$ cat src/rtl/limit_alert_pkg.sv
package limit_alert_pkg;
  localparam int ADDR_W = 7;
  localparam int NFLAG  = 5;
  // flag vector order matches status bits 6..2
  localparam int F_LHI  = 4;
  localparam int F_LLO  = 3;
  localparam int F_RHI  = 2;
  localparam int F_RLO  = 1;
  localparam int F_FLT  = 0;
  typedef logic [NFLAG-1:0] flag_vec_t;
endpackage

$ cat src/rtl/temp_limit_cmp.sv
module temp_limit_cmp #(
  parameter int TW        = 8,
  parameter bit HAS_FAULT = 1'b0
) (
  input  logic          clk_i,
  input  logic          rst_ni,
  input  logic          vld_i,
  input  logic [TW-1:0] temp_i,
  input  logic          fault_i,
  input  logic [TW-1:0] hi_i,
  input  logic [TW-1:0] lo_i,
  output logic          hi_set_o,
  output logic          lo_set_o,
  output logic          flt_set_o,
  output logic          hi_cond_o,
  output logic          lo_cond_o,
  output logic          flt_cond_o,
  output logic [TW-1:0] temp_o
);
  localparam logic [TW-1:0] TMAX = {1'b0, {(TW-1){1'b1}}};

  logic [TW-1:0] eff;
  logic          flt;

  generate
    if (HAS_FAULT) begin : g_fault
      assign flt = fault_i;
      assign eff = fault_i ? TMAX : temp_i;
    end else begin : g_plain
      logic unused_fault;
      assign unused_fault = fault_i;
      assign flt = 1'b0;
      assign eff = temp_i;
    end
  endgenerate

  logic hi_trip, lo_trip;
  assign hi_trip = $signed(eff) > $signed(hi_i);
  assign lo_trip = $signed(eff) < $signed(lo_i);

  assign hi_set_o  = vld_i & hi_trip;
  assign lo_set_o  = vld_i & lo_trip;
  assign flt_set_o = vld_i & flt;

  always_ff @(posedge clk_i or negedge rst_ni) begin
    if (!rst_ni) begin
      temp_o     <= '0;
      hi_cond_o  <= 1'b0;
      lo_cond_o  <= 1'b0;
      flt_cond_o <= 1'b0;
    end else if (vld_i) begin
      temp_o     <= eff;
      hi_cond_o  <= hi_trip;
      lo_cond_o  <= lo_trip;
      flt_cond_o <= flt;
    end
  end
endmodule

$ cat src/rtl/alert_flag_reg.sv
module alert_flag_reg import limit_alert_pkg::*; (
  input  logic      clk_i,
  input  logic      rst_ni,
  input  flag_vec_t set_i,
  input  flag_vec_t cond_i,
  input  logic      stat_clr_i,
  input  logic      ara_clr_i,
  input  logic      mask_i,
  output flag_vec_t flags_o,
  output logic      alert_no
);
  flag_vec_t flags_d;

  always_comb begin
    flags_d = flags_o;
    if (stat_clr_i)     flags_d = '0;
    else if (ara_clr_i) flags_d = flags_o & cond_i;
    flags_d = flags_d | set_i;
  end

  always_ff @(posedge clk_i or negedge rst_ni) begin
    if (!rst_ni) flags_o <= '0;
    else         flags_o <= flags_d;
  end

  assign alert_no = ~((|flags_o) & ~mask_i);
endmodule

$ cat src/rtl/alert_resp_unit.sv
module alert_resp_unit import limit_alert_pkg::*; (
  input  logic              clk_i,
  input  logic              rst_ni,
  input  logic              req_i,
  input  logic              lost_i,
  input  logic              active_i,
  input  logic [ADDR_W-1:0] addr_i,
  output logic              clr_o,
  output logic              ack_o,
  output logic              nack_o,
  output logic [7:0]        data_o
);
  assign clr_o = req_i & active_i & ~lost_i;

  always_ff @(posedge clk_i or negedge rst_ni) begin
    if (!rst_ni) begin
      ack_o  <= 1'b0;
      nack_o <= 1'b0;
      data_o <= '0;
    end else begin
      ack_o  <= clr_o;
      nack_o <= req_i & ~clr_o;
      if (clr_o) data_o <= {addr_i, 1'b0};
    end
  end
endmodule

$ cat src/rtl/limit_alert_ctrl.sv
module limit_alert_ctrl import limit_alert_pkg::*; #(
  parameter int TW = 8
) (
  input  logic              clk_i,
  input  logic              rst_ni,
  input  logic [TW-1:0]     loc_temp_i,
  input  logic              loc_vld_i,
  input  logic [TW-1:0]     rem_temp_i,
  input  logic              rem_vld_i,
  input  logic              rem_fault_i,
  input  logic [TW-1:0]     loc_hi_i,
  input  logic [TW-1:0]     loc_lo_i,
  input  logic [TW-1:0]     rem_hi_i,
  input  logic [TW-1:0]     rem_lo_i,
  input  logic              cfg_mask_i,
  input  logic              busy_i,
  input  logic              stat_rd_i,
  input  logic [ADDR_W-1:0] own_addr_i,
  input  logic              ara_req_i,
  input  logic              ara_lost_i,
  output logic [TW-1:0]     loc_temp_o,
  output logic [TW-1:0]     rem_temp_o,
  output logic [7:0]        status_o,
  output logic              alert_no,
  output logic              ara_ack_o,
  output logic              ara_nack_o,
  output logic [7:0]        ara_data_o
);
  logic l_hi_s, l_lo_s, l_f_s, l_hi_c, l_lo_c, l_f_c;
  logic r_hi_s, r_lo_s, r_f_s, r_hi_c, r_lo_c, r_f_c;
  flag_vec_t set_v, cond_v, flags;
  logic ara_clr;

  temp_limit_cmp #(.TW(TW), .HAS_FAULT(1'b0)) u_loc (
    .clk_i, .rst_ni, .vld_i(loc_vld_i), .temp_i(loc_temp_i), .fault_i(1'b0),
    .hi_i(loc_hi_i), .lo_i(loc_lo_i),
    .hi_set_o(l_hi_s), .lo_set_o(l_lo_s), .flt_set_o(l_f_s),
    .hi_cond_o(l_hi_c), .lo_cond_o(l_lo_c), .flt_cond_o(l_f_c),
    .temp_o(loc_temp_o)
  );

  temp_limit_cmp #(.TW(TW), .HAS_FAULT(1'b1)) u_rem (
    .clk_i, .rst_ni, .vld_i(rem_vld_i), .temp_i(rem_temp_i), .fault_i(rem_fault_i),
    .hi_i(rem_hi_i), .lo_i(rem_lo_i),
    .hi_set_o(r_hi_s), .lo_set_o(r_lo_s), .flt_set_o(r_f_s),
    .hi_cond_o(r_hi_c), .lo_cond_o(r_lo_c), .flt_cond_o(r_f_c),
    .temp_o(rem_temp_o)
  );

  always_comb begin
    set_v         = '0;
    cond_v        = '0;
    set_v[F_LHI]  = l_hi_s;  cond_v[F_LHI] = l_hi_c;
    set_v[F_LLO]  = l_lo_s;  cond_v[F_LLO] = l_lo_c;
    set_v[F_RHI]  = r_hi_s;  cond_v[F_RHI] = r_hi_c;
    set_v[F_RLO]  = r_lo_s;  cond_v[F_RLO] = r_lo_c;
    set_v[F_FLT]  = r_f_s | l_f_s;
    cond_v[F_FLT] = r_f_c | l_f_c;
  end

  alert_flag_reg u_flags (
    .clk_i, .rst_ni, .set_i(set_v), .cond_i(cond_v),
    .stat_clr_i(stat_rd_i), .ara_clr_i(ara_clr), .mask_i(cfg_mask_i),
    .flags_o(flags), .alert_no(alert_no)
  );

  alert_resp_unit u_ara (
    .clk_i, .rst_ni, .req_i(ara_req_i), .lost_i(ara_lost_i),
    .active_i(~alert_no), .addr_i(own_addr_i), .clr_o(ara_clr),
    .ack_o(ara_ack_o), .nack_o(ara_nack_o), .data_o(ara_data_o)
  );

  assign status_o = {busy_i, flags, 2'b00};
endmodule

$ cat config.mk
export PLATFORM = sky130hd
export DESIGN_NAME = limit_alert_ctrl
export DESIGN_NICKNAME = d
export VERILOG_FILES = /design/src/rtl/limit_alert_pkg.sv /design/src/rtl/temp_limit_cmp.sv /design/src/rtl/alert_flag_reg.sv /design/src/rtl/alert_resp_unit.sv /design/src/rtl/limit_alert_ctrl.sv
export SDC_FILE = /design/constraint.sdc
export NUM_CORES = 1
export LEC_CHECK = 0
export ABC_AREA = 0
export CORE_ASPECT_RATIO = 1.5
export CORE_MARGIN = 1.5
export CORE_UTILIZATION = 54
export DETAILED_ROUTE_END_ITERATION = 10
export DONT_BUFFER_PORTS = 1
export MAX_ROUTING_LAYER = met4
export PLACE_DENSITY_LB_ADDON = 0.15
export SETUP_SLACK_MARGIN = 0.1
export SLEW_MARGIN = 20
export SYNTH_ARGS = -nofsm -noshare
export SYNTH_HDL_FRONTEND = slang
export SYNTH_HIERARCHICAL = 1
export SYNTH_SLANG_ARGS = --single-unit
$ cat constraint.sdc
create_clock -name clk_i -period 2 [get_ports clk_i]
set_clock_uncertainty 0.15 [all_clocks]
set_input_delay 0.1 -clock clk_i [delete_from_list [all_inputs] [get_ports clk_i]]
set_output_delay 0.1 -clock clk_i [all_outputs]
set_load 0.005 [all_outputs]
==> impl_results.md <==
* Core Box Area at between 4000 and 5000 sq um
* Final setup fails at 0
* First-pass GRT wire length at 8273 um
* Final Hold Vio Count at 0
* Kind of end point of the critical path: flop
* Worst EP arrival at 1.94 ns
* Vias in the first global route at 1,830
* DP Worst Slack at 0.07405 ns
* Final period util at about 96%
* Worst Hold Depth at 3
* Worst r2r src: u_flags/flags_o[1]
* Mean post-synth cell area at 10.62 sq um
* Post-route ant nets at 0
* Worst R2R End: u_ara/data_o[7]
* Status: completed
* Max-slew headroom at 50.73%
* Worst setup margin at 0.08445 ns
* Layout cell share with drive strength beyond 1 at 25.66%
* CTS root buf: clkbuf_8
* Seq/Total Area, Yosys at between 30% and 40%
* Die W at around 57 um
* Largest net degree at the start of global routing at 36
* Initial antenna violation count at 0
* Filler cells at between 300 and 400
* Chip height at 84.48 um
* Post-synth EDFFs at 0
* Nets at between 300 and 400
* Antenna fix cells at 0
* Area delta synth->final at 22.30%
* RSZ-0062 raised after global routing: yes
* Max Buffers Root-to-Sink at 2
* Final Cell Area at about 2900 sq um
* Drt wl/cell at approximately 17 um
* Synth cell types at 46
* Vias per cell at 5.614
* GPL Wtd Cong at 0.7981
* Post-DP HPWL at around 4000 um
* Area share of the largest cell type after synthesis at 36.65%
* Share of flip-flops with an asynchronous set or reset at 100.0%
* Cell taking the most area after synthesis: dfrtp_1
* Synth top area cells: dfrtp_1 37%, ha_1 16%, mux2_2 8.0%
* Placed cell count at between 200 and 300
* CTS tree: built
* I/O Buffers at 0
* All-Layer GR Usage at 22.56%
* Layout Cells excl Fill at 311
* Crit path kind: flop to flop
* Worst Hold Class: input pin to flop
* Starting Density at 56.29%
* Max Slew Vio Count at 0
* Worst-margin pin slew at 0.7391 ns
* Max frequency at approximately 520 MHz
* Endpoint with the worst hold slack: u_ara/nack_o
* Startpoint Class: flop
* Syn. warnings at 6
* Clock slew at reported path FFs at roughly 0.070 ns
* Worst vdd ir at 0.6459 mV
* Max_cap viols at 0
* Min Tclk post-route at ~1.9 ns
* DRC Markers at 0
* DP Area at 2411 sq um
* Mapped Area at 2390 sq um
* Routed via count at 1,746
* Reg2reg setup slack at 0.08 ns
* CTS Buf Count at 5
* Total gr overflow at 0
* Static Leakage at 1.421 nW
* Reg2reg path depth at 5
* First drt pass iteration count at 4
* Cells after Synth at 225
* FF+latch count, synth at 35
* Hold_sp: cfg_mask_i
* 1st-iter DRT viols at 38
* Post-Route Utilization at 68.85%
* Pwr dens at 663.3 nW/um^2
* WL final at between 5000 and 6000 um
* Full die area at approximately 4800 sq um
* H-tree depth at 2
* Top_reg_cell synth: dfrtp_1
* Setup TNS at 0 ns
* Clk_lat worst skew at 0.28 ns
* CTS sink cnt at 35
* Top-level I/O count at 100
* Site Rows at 29
* Maximum net fanout on the critical path at 8
* Crit path required time at around 2.0 ns
-- kinds of logic (layout without fill, tap and decap cells) --
logic type	Yosys count	count (layout)	synth area share [%]
buffers and inverters	50	88	9.372
AND/OR/NAND/NOR	46	46	13.40
AO/OA/AOI/OAI	38	38	12.62
flip-flops	35	35	36.65
adder cells (fa/ha/maj)	30	30	15.71
multiplexers	23	23	11.78
other	3	5	0.4712
-- report_power, final --
group | switching [mW] | internal [mW] | total, mW
logic | 0.188 | 0.247 | 0.435
registers | 0.0659 | 0.797 | 0.863
clock network | 0.269 | 0.371 | 0.641
-- worst max-delay path by stage --
stage                       start              end  slack, ns  cells past startpoint
6_report       u_flags/flags_o[1]  u_ara/data_o[7]       0.08                      5
3_3_place_gp   u_flags/flags_o[1]  u_ara/data_o[4]       0.12                      5
3_5_place_dp   u_flags/flags_o[1]  u_ara/data_o[6]       0.07                      5
5_1_grt        u_flags/flags_o[1]  u_ara/data_o[7]       0.04                      5
2_1_floorplan  u_flags/flags_o[1]  u_ara/data_o[1]       0.09                      5
4_1_cts        u_flags/flags_o[1]  u_ara/data_o[6]       0.06                      5
-- routing by layer --
layer	vias to the layer above	wire [um]	part of all wire [%]	global-route usage, %
li1	838	-	-	-
met1	839	1822	35	23.05
met2	61	3089	59	40.86
met3	8	228	4.4	4.622
met4	0	97	1.9	9.091
met5	-	0	0	-
-- sequential cells by signal (all words and copies together) (netlist names) --
| name | flops |
|---|---|
| u_ara/ack_o | 1 |
| u_ara/data_o | 7 |
| u_ara/nack_o | 1 |
| u_flags/flags_o | 5 |
| u_loc/hi_cond_o | 1 |
| u_loc/lo_cond_o | 1 |
| u_loc/temp_o | 8 |
| u_rem/flt_cond_o | 1 |
| u_rem/hi_cond_o | 1 |
| u_rem/lo_cond_o | 1 |
| u_rem/temp_o | 8 |
-- cell type report --
cell class                      instances  area [sq um]  area share [%]
Clock buffer                            5         68.82           2.354
Clock inverter                          3         43.79           1.498
Inverter                               40         150.1           5.137
Multi-Input combinational cell        142          1331           45.55
Sequential cell                        35         875.8           29.97
Tap cell                               46         57.56           1.969
Timing Repair Buffer                   40         395.4           13.53
-- worst max-delay path, cell delays in order (launching register included) --
cell      delay (ns)
dfrtp_1         0.38
or4_4           0.55
o21bai_4        0.17
inv_2           0.07
nand3b_4        0.14
mux2_2          0.35
-- cells in the mapped netlist (2+ instances only) --
| master | instances |
|---|---|
| o21ai_1 | 2 |
| or2_4 | 6 |
| or2_1 | 2 |
| a21oi_1 | 5 |
| dfrtp_1 | 35 |
| o21a_1 | 2 |
| nand2_1 | 6 |
| buf_4 | 7 |
| nor2_1 | 5 |
| a211oi_1 | 2 |
| conb_1 | 3 |
| mux2_2 | 17 |
| nand4_1 | 3 |
| a31oi_1 | 3 |
| o221ai_2 | 2 |
| o211ai_1 | 2 |
| nand2b_1 | 8 |
| nor2b_1 | 4 |
| a21o_1 | 3 |
| o22ai_1 | 2 |
| ha_1 | 30 |
| a31o_2 | 5 |
| buf_2 | 2 |
| inv_1 | 40 |
| mux2_4 | 6 |
| o21ai_0 | 3 |
-- what timing repair did --
action                                 CTS  global route
setup buffers                            0             3
gates resized for setup                  0            10
hold buffers                            31             2
setup endpoints to repair               12            13
endpoints found under the hold margin   70             9
pin swaps                                0             5
-- stage by stage --
stage	power, mW	hold WS, ns
after floorplan	1.145	-0.3456
after global placement	1.190	-0.3448
after detailed placement	1.210	-0.3451
after CTS	1.935	-0.2050
after global routing	2.044	0.02101
final	1.939	0.003822
-- placed cells by master, fill, tap and decap left out, types with 2 or more instances in the layout --
cell	count
a31oi_1	3
buf_4	7
mux2_2	16
clkbuf_8	5
inv_2	2
ha_1	29
or2_1	2
nand2_1	6
o21ai_1	3
a21o_1	3
o221ai_2	2
dfrtp_1	35
a31o_2	5
o21ai_0	2
nor2b_1	4
nor2_2	2
or2_4	6
dlygate4sd3_1	31
o22ai_1	2
a211oi_1	2
o211ai_1	2
mux2_4	7
o21a_1	2
nand2b_1	8
a21oi_1	5
nor2_1	4
nand4_1	3
inv_1	38
conb_1	5
No activity file was read; power rests on OpenSTA's default activity.
